===== src/rtl/tdm_clkgen_pkg.sv =====
// Package: shared configuration layout for the TDM clock generator.
// Assumes the configuration word is 7 bits, most significant field first.
package tdm_clkgen_pkg;

    typedef struct packed {
        logic ref_b_sel;   // [6]
        logic sync_en;     // [5]
        logic master_en;   // [4]
        logic inv_clk8;    // [3]
        logic inv_clk4;    // [2]
        logic inv_clk2;    // [1]
        logic inv_frame;   // [0]
    } cfg_t;

    localparam int CFG_W = $bits(cfg_t);

endpackage


===== src/rtl/tdm_cfg_regs.sv =====
// Configuration register and pin-level readback.
// Assumes pins are asynchronous; SYNC_DEPTH >= 2 flops are used on them.
module tdm_cfg_regs
    import tdm_clkgen_pkg::*;
#(
    parameter int SYNC_DEPTH = 2,
    parameter int PIN_N      = 4
) (
    input  logic                     clk,
    input  logic                     rst_n,
    input  logic                     wr_en,
    input  logic [7:0]               wr_data,
    input  logic [PIN_N-1:0]         pins,
    output cfg_t                     cfg,
    output logic [PIN_N+7:0]         rd_data
);
    localparam int SR_W = SYNC_DEPTH * PIN_N;

    logic [SR_W-1:0] pin_sr;

    // Holds the configuration word; loaded on a write strobe.
    always_ff @(posedge clk) begin
        if (!rst_n)     cfg <= '0;
        else if (wr_en) cfg <= cfg_t'(wr_data[CFG_W-1:0]);
    end

    // Synchronizes the status pins into the master clock domain.
    always_ff @(posedge clk) begin
        if (!rst_n) pin_sr <= '0;
        else        pin_sr <= {pin_sr[SR_W-PIN_N-1:0], pins};
    end

    // Assembles the readback word.
    always_comb rd_data = {pin_sr[SR_W-1 -: PIN_N], 1'b0, cfg};

    AST_MASTER_FOLLOWS_WRITE: assert property (@(posedge clk) disable iff (!rst_n)
        wr_en |=> cfg.master_en == $past(wr_data[4]));

endmodule


===== src/rtl/tdm_ref_edge.sv =====
// Synchronizes both external references, selects one, and emits a
// one-cycle pulse on its rising edge. Assumes SYNC_DEPTH >= 2.
module tdm_ref_edge #(
    parameter int SYNC_DEPTH = 2,
    parameter int REF_N      = 2
) (
    input  logic             clk,
    input  logic             rst_n,
    input  logic [REF_N-1:0] refs,
    input  logic             sel_b,
    output logic             edge_pulse
);
    logic [REF_N-1:0] ref_s;
    logic             sel_lvl;
    logic             sel_prev;

    for (genvar i = 0; i < REF_N; i++) begin : g_sync
        logic [SYNC_DEPTH-1:0] sr;
        // Shifts one reference through its synchronizer chain.
        always_ff @(posedge clk) begin
            if (!rst_n) sr <= '0;
            else        sr <= {sr[SYNC_DEPTH-2:0], refs[i]};
        end
        assign ref_s[i] = sr[SYNC_DEPTH-1];
    end

    // Picks the reference the configuration selects.
    always_comb sel_lvl = sel_b ? ref_s[1] : ref_s[0];

    // Remembers the previous selected level for edge detection.
    always_ff @(posedge clk) begin
        if (!rst_n) sel_prev <= 1'b0;
        else        sel_prev <= sel_lvl;
    end

    // Flags the first cycle the selected level is high.
    always_comb edge_pulse = sel_lvl & ~sel_prev;

    AST_EDGE_SINGLE: assert property (@(posedge clk) disable iff (!rst_n)
        edge_pulse |=> !edge_pulse);

endmodule


===== src/rtl/tdm_frame_cnt.sv =====
// Frame counter: wraps every 2**CNT_W master cycles and, on a realign
// request, moves its phase so the request cycle counts as 0, unless it is
// already within one count of the boundary.
module tdm_frame_cnt #(
    parameter int CNT_W = 11
) (
    input  logic             clk,
    input  logic             rst_n,
    input  logic             realign,
    output logic [CNT_W-1:0] cnt_q,
    output logic [CNT_W-1:0] cnt_d
);
    localparam logic [CNT_W-1:0] LAST = '1;
    localparam logic [CNT_W-1:0] ONE  = CNT_W'(1);

    logic near;

    // Detects a counter already within one count of the boundary.
    always_comb near = (cnt_q == LAST) || (cnt_q <= ONE);

    // Chooses between a phase jump and a normal increment.
    always_comb begin
        if (realign && !near) cnt_d = ONE;
        else                  cnt_d = cnt_q + ONE;
    end

    // Holds the frame phase.
    always_ff @(posedge clk) begin
        if (!rst_n) cnt_q <= '0;
        else        cnt_q <= cnt_d;
    end

    AST_NO_JUMP_NEAR: assert property (@(posedge clk) disable iff (!rst_n)
        (realign && near) |=> cnt_q == $past(cnt_q) + ONE);

    AST_REALIGN_PHASE: assert property (@(posedge clk) disable iff (!rst_n)
        realign |=> cnt_q <= CNT_W'(2));

endmodule


===== src/rtl/tdm_clk_out.sv =====
// Output stage: registers the clock bits and the frame window from the next
// counter value, so the registered outputs match the counter in the same
// cycle without decode glitches. Polarity is applied after the registers.
module tdm_clk_out
    import tdm_clkgen_pkg::*;
#(
    parameter int CNT_W = 11
) (
    input  logic             clk,
    input  logic             rst_n,
    input  logic [CNT_W-1:0] cnt_d,
    input  cfg_t             cfg,
    output logic             frame_o,
    output logic             clk2_o,
    output logic             clk4_o,
    output logic             clk8_o,
    output logic             bp_f0_n,
    output logic             bp_c2,
    output logic             bp_c4,
    output logic             bp_oe
);
    localparam logic [CNT_W-1:0] LAST   = '1;
    localparam logic [CNT_W-1:0] WIN_LO = LAST - CNT_W'(1);
    localparam logic [CNT_W-1:0] WIN_HI = CNT_W'(1);

    logic frame_r, c2_r, c4_r, c8_r;
    logic frame_hit;

    // Marks the four-cycle window centred on the frame boundary.
    always_comb frame_hit = (cnt_d >= WIN_LO) || (cnt_d <= WIN_HI);

    // Registers raw clock and frame levels.
    always_ff @(posedge clk) begin
        if (!rst_n) begin
            frame_r <= 1'b1;
            c2_r    <= 1'b0;
            c4_r    <= 1'b0;
            c8_r    <= 1'b0;
        end else begin
            frame_r <= frame_hit;
            c2_r    <= cnt_d[2];
            c4_r    <= cnt_d[1];
            c8_r    <= cnt_d[0];
        end
    end

    // Applies per-output polarity and drives the backplane copies.
    always_comb begin
        frame_o = frame_r ^ cfg.inv_frame;
        clk2_o  = c2_r ^ cfg.inv_clk2;
        clk4_o  = c4_r ^ cfg.inv_clk4;
        clk8_o  = c8_r ^ cfg.inv_clk8;
        bp_f0_n = ~frame_r;
        bp_c2   = c2_r;
        bp_c4   = c4_r;
        bp_oe   = cfg.master_en;
    end

endmodule


===== src/rtl/tdm_clkgen.sv =====
// Top: TDM frame and bit clock generator with optional realignment to an
// external 8 kHz reference. Assumes clk is the 16.384 MHz master clock.
module tdm_clkgen
    import tdm_clkgen_pkg::*;
#(
    parameter int CNT_W      = 11,
    parameter int SYNC_DEPTH = 2
) (
    input  logic        clk,
    input  logic        rst_n,
    input  logic        wr_en,
    input  logic [7:0]  wr_data,
    output logic [11:0] rd_data,
    input  logic        ref_a,
    input  logic        ref_b,
    input  logic        ack0_in,
    input  logic        ack1_in,
    output logic        frame_o,
    output logic        clk2_o,
    output logic        clk4_o,
    output logic        clk8_o,
    output logic        bp_f0_n,
    output logic        bp_c2,
    output logic        bp_c4,
    output logic        bp_oe
);
    cfg_t             cfg;
    logic             edge_pulse;
    logic             realign;
    logic [CNT_W-1:0] cnt_q;
    logic [CNT_W-1:0] cnt_d;

    tdm_cfg_regs #(.SYNC_DEPTH(SYNC_DEPTH), .PIN_N(4)) u_regs (
        .clk     (clk),
        .rst_n   (rst_n),
        .wr_en   (wr_en),
        .wr_data (wr_data),
        .pins    ({ack1_in, ack0_in, ref_b, ref_a}),
        .cfg     (cfg),
        .rd_data (rd_data)
    );

    tdm_ref_edge #(.SYNC_DEPTH(SYNC_DEPTH), .REF_N(2)) u_edge (
        .clk        (clk),
        .rst_n      (rst_n),
        .refs       ({ref_b, ref_a}),
        .sel_b      (cfg.ref_b_sel),
        .edge_pulse (edge_pulse)
    );

    // Gates realignment by the synchronized-mode bit.
    always_comb realign = edge_pulse & cfg.sync_en;

    tdm_frame_cnt #(.CNT_W(CNT_W)) u_cnt (
        .clk     (clk),
        .rst_n   (rst_n),
        .realign (realign),
        .cnt_q   (cnt_q),
        .cnt_d   (cnt_d)
    );

    tdm_clk_out #(.CNT_W(CNT_W)) u_out (
        .clk     (clk),
        .rst_n   (rst_n),
        .cnt_d   (cnt_d),
        .cfg     (cfg),
        .frame_o (frame_o),
        .clk2_o  (clk2_o),
        .clk4_o  (clk4_o),
        .clk8_o  (clk8_o),
        .bp_f0_n (bp_f0_n),
        .bp_c2   (bp_c2),
        .bp_c4   (bp_c4),
        .bp_oe   (bp_oe)
    );

    AST_FREE_RUN_STEP: assert property (@(posedge clk) disable iff (!rst_n)
        !realign |=> cnt_q == $past(cnt_q) + CNT_W'(1));

endmodule


===== config.mk =====
export PLATFORM = sky130hd
export DESIGN_NAME = tdm_clkgen
export DESIGN_NICKNAME = d
export VERILOG_FILES = /design/src/rtl/tdm_clkgen_pkg.sv /design/src/rtl/tdm_cfg_regs.sv /design/src/rtl/tdm_ref_edge.sv /design/src/rtl/tdm_frame_cnt.sv /design/src/rtl/tdm_clk_out.sv /design/src/rtl/tdm_clkgen.sv
export SDC_FILE = /design/constraint.sdc
export NUM_CORES = 1
export LEC_CHECK = 0
export BUFFER_PORTS_ARGS = -buffer_cell sky130_fd_sc_hd__buf_2
export CORE_MARGIN = 5
export CORE_UTILIZATION = 50
export CTS_CLUSTER_SIZE = 10
export DETAILED_ROUTE_END_ITERATION = 12
export PLACE_DENSITY = 0.76
export SYNTH_ARGS = -nofsm -noshare
export SYNTH_HDL_FRONTEND = slang
export SYNTH_SLANG_ARGS = --single-unit

===== constraint.sdc =====
create_clock -name clk -period 2.4 [get_ports clk]
set_clock_uncertainty 0.15 [all_clocks]
set_input_delay 0.24 -clock clk [delete_from_list [all_inputs] [get_ports clk]]
set_output_delay 0.24 -clock clk [all_outputs]
set_load 0.1 [all_outputs]

==> impl_results.md <==
- Mapped cell area: 1401 µm²
- Post-synthesis sequential area ratio: 40.00%
- Vias in the first global route: 1062
- Asr flop ratio synth: 0%
- Post-DP Area: 1530 µm²
- Syn nets: 170
- Routed wire length: 2.724 mm
- Starting density of the core: 51.71%
- Mapped Cells: 153
- Mean routed wirelength per cell: 12.79 µm
- Proportion of layout cells with a drive suffix above 1: 28.02%
- Setup violators final: 0
- Initial DRC count: 24
- WS Path Type: reg2reg
- First-pass detailed-route iteration total: 4
- Core region area: 2710 µm²
- Slowest CP cell: dfxtp_2
- CTS Buffer Depth: 2
- P&R area growth vs syn: 18.66%
- Final Cell Area: 1663 µm²
- Overall routing resource usage: 14.38%
- Clk pin slew, worst setup/hold paths: 150 ps
- Fmax: 0.4886 GHz
- First-pass GRT wire length: 4.671 mm
- Hold WC Path Type: in2reg
- Max H-tree Level: 1
- CTS sink cnt: 28
- Synth unique cells: 44
- RSZ-0062 raised after global routing: no
- YS warnings: 0
- Largest net degree at the start of global routing: 22
- Data arrival, critical path: 2170 ps
- Slew Viols, Final: 0
- Fin util: 61.36%
- Number of buffers added on ports: 32
- Max-cap violations: 0
- Number of routed nets with antenna violations: 0
- Clk Latency, worst-skew pair: 330 ps
- Crit start category: flop
- Syn avg cell area: 9.159 µm²
- Cts repair resizes: 0
- Clk root buf: clkbuf_4
- Worst path cell trace: ha_1 -> nand3_1 -> nor2_1 -> xnor2_1 -> a21boi_0 -> a32oi_1 -> nor3_1
- Count leader, synth: dfxtp_1
- Pleak: 0.7098 nW
- DIE HEIGHT: 62.94 µm
- Post-synth top flop: dfxtp_1
- Die Area: 3961 µm²
- Row Count: 19
- Initial antenna violation count: 0
- Peak supply drop: 0.0005225 V
- Post-synth EDFFs: 0
- Cell total after placement: 201
- DRC: 0
- Layout Nets: 200
- Yosys top cell by area: dfxtp_1
- Number of fillers in the final layout: 248
- Via count: 1110
- Min Tclk post-route: 2047 ps
- Post-route insts no fill: 213
- Vias per cell: 5.211
- Hold Vio Cnt, Final: 0
- Die W: 62.94 µm
- Gr ovfl total: 0
- Required time of the critical path: 2520 ps
- Post-detail-place hpwl: 1.995 mm
- I/O pins: 35
- CP max FO: 10
- Number of buffers created by CTS: 3
- Final period utilization: 85.28%
- Gpl congestion: 0.8138
- Synth top area cells: dfxtp_1 (40%), mux2i_1 (5.7%), xor2_1 (5.0%)
- FF+latch count, synth: 28
- Worst Setup End Kind: flop
- Worst path max stage delay: 440 ps
- Post-synth top area share: 40.00%
- Status: finished, final reports clean
- N_diodes: 0
- CTS tree: done
- Top cells by count, synth: dfxtp_1 (28), nor2_1 (14), nand2_1 (10), and2_1 (9)
- PwrDens: 678.4 nW/µm²
-- metal layers --
| layer | share of wire, % | up-vias | wire length, µm | track usage [%] |
|---|---|---|---|---|
| met2 | 46 | 35 | 1263 | 22.95 |
| met1 | 45 | 508 | 1227 | 17.64 |
| met5 | 0 | - | 0 | 0 |
| met4 | 1.8 | 0 | 49 | 7.162 |
| met3 | 6.8 | 6 | 184 | 3.777 |
| li1 | - | 561 | - | - |
-- layout by cell type, fill, tap and decap left out, types with 2 or more instances in the layout --
cell,count
nand4_1,3
nand4b_1,2
nand2_1,10
xor2_2,4
nor2b_1,8
nor2_1,14
dlygate4sd3_1,8
xnor2_1,5
o21ai_0,2
a21boi_0,2
xor2_1,4
ha_1,2
dfxtp_1,27
a32oi_1,2
inv_1,3
o211ai_1,2
nand2b_1,2
mux2i_1,8
clkbuf_4,3
and2_1,9
nand3_1,4
nor3_1,3
buf_2,32
-- what timing repair did --
action | in CTS | in global routing
hold buffers | 6 | 2
setup buffers | 0 | 0
endpoints found under the hold margin | 6 | 2
-- critical path, delay by kind of cell, from the launching register on --
kind | cells | cell delay, ps
simple gates | 3 | 470
flops | 1 | 440
compound gates | 2 | 380
fa+ha+maj | 1 | 360
xor+xnor | 1 | 200
-- power by group --
| group | leakage, nW | switching [mW] | internal, mW |
|---|---|---|---|
| combinational | 0.452 | 0.247 | 0.0669 |
| clock | 0.0279 | 0.139 | 0.169 |
| sequential | 0.230 | 0.0199 | 0.486 |
-- metrics by stage --
stage / worst slack, ps / power (mW) / TNS (ps) / hold slack [ps]
CTS: 374.9 / 1.139 / 0 / 2.700
floorplan: -124.5 / 0.7814 / -124.5 / 217.3
global placement: 397.1 / 0.8167 / 0 / 263.8
finish: 353.3 / 1.128 / 0 / 10.58
global route: 106.8 / 1.178 / 0 / 21.57
detailed placement: 412.7 / 0.8211 / 0 / 269.3
-- cells by family (layout without fill, tap and decap cells) --
group           Yosys count  after routing  share of synthesized area, %
compound gates           14             14                         7.678
other cells               1              1                        0.2676
fa+ha+maj                 2              2                         1.785
simple gates             68             68                         27.86
flops                    28             28                         40.00
xor+xnor                 13             13                         8.125
buf+inv                  19             48                         8.571
mux                       8              8                         5.715
-- registers in the layout (all words and copies together), names as in the netlist --
name,cells
u_cnt.cnt_q,11
u_regs.pin_sr,8
u_regs.cfg,7
u_edge.sel_prev,1
u_out.frame_r,1
-- path summary, 6_finish.rpt --
check,startpoint,endpoint,slack [ps],cells after the start
setup / recovery,u_cnt.cnt_q[1],u_out.frame_r,350,7
hold / removal,wr_data[0],u_regs.cfg[0],10,3
setup reg to reg,u_cnt.cnt_q[1],u_out.frame_r,350,7
hold reg to reg,u_regs.pin_sr[2],u_regs.pin_sr[6],300,1
-- final cells by class --
class                   instances  area (µm²)  share of cell area (%)
clock buffers                   3       22.52                   1.354
clock inverters                 1       30.03                   1.806
inverters                       3       11.26                  0.6772
multi-input cells             106       750.7                   45.15
flip-flops and latches         28       561.8                   33.78
well taps                      31       38.79                   2.333
repair buffers                 41       247.7                   14.90
No activity file was read; power rests on OpenSTA's default activity.
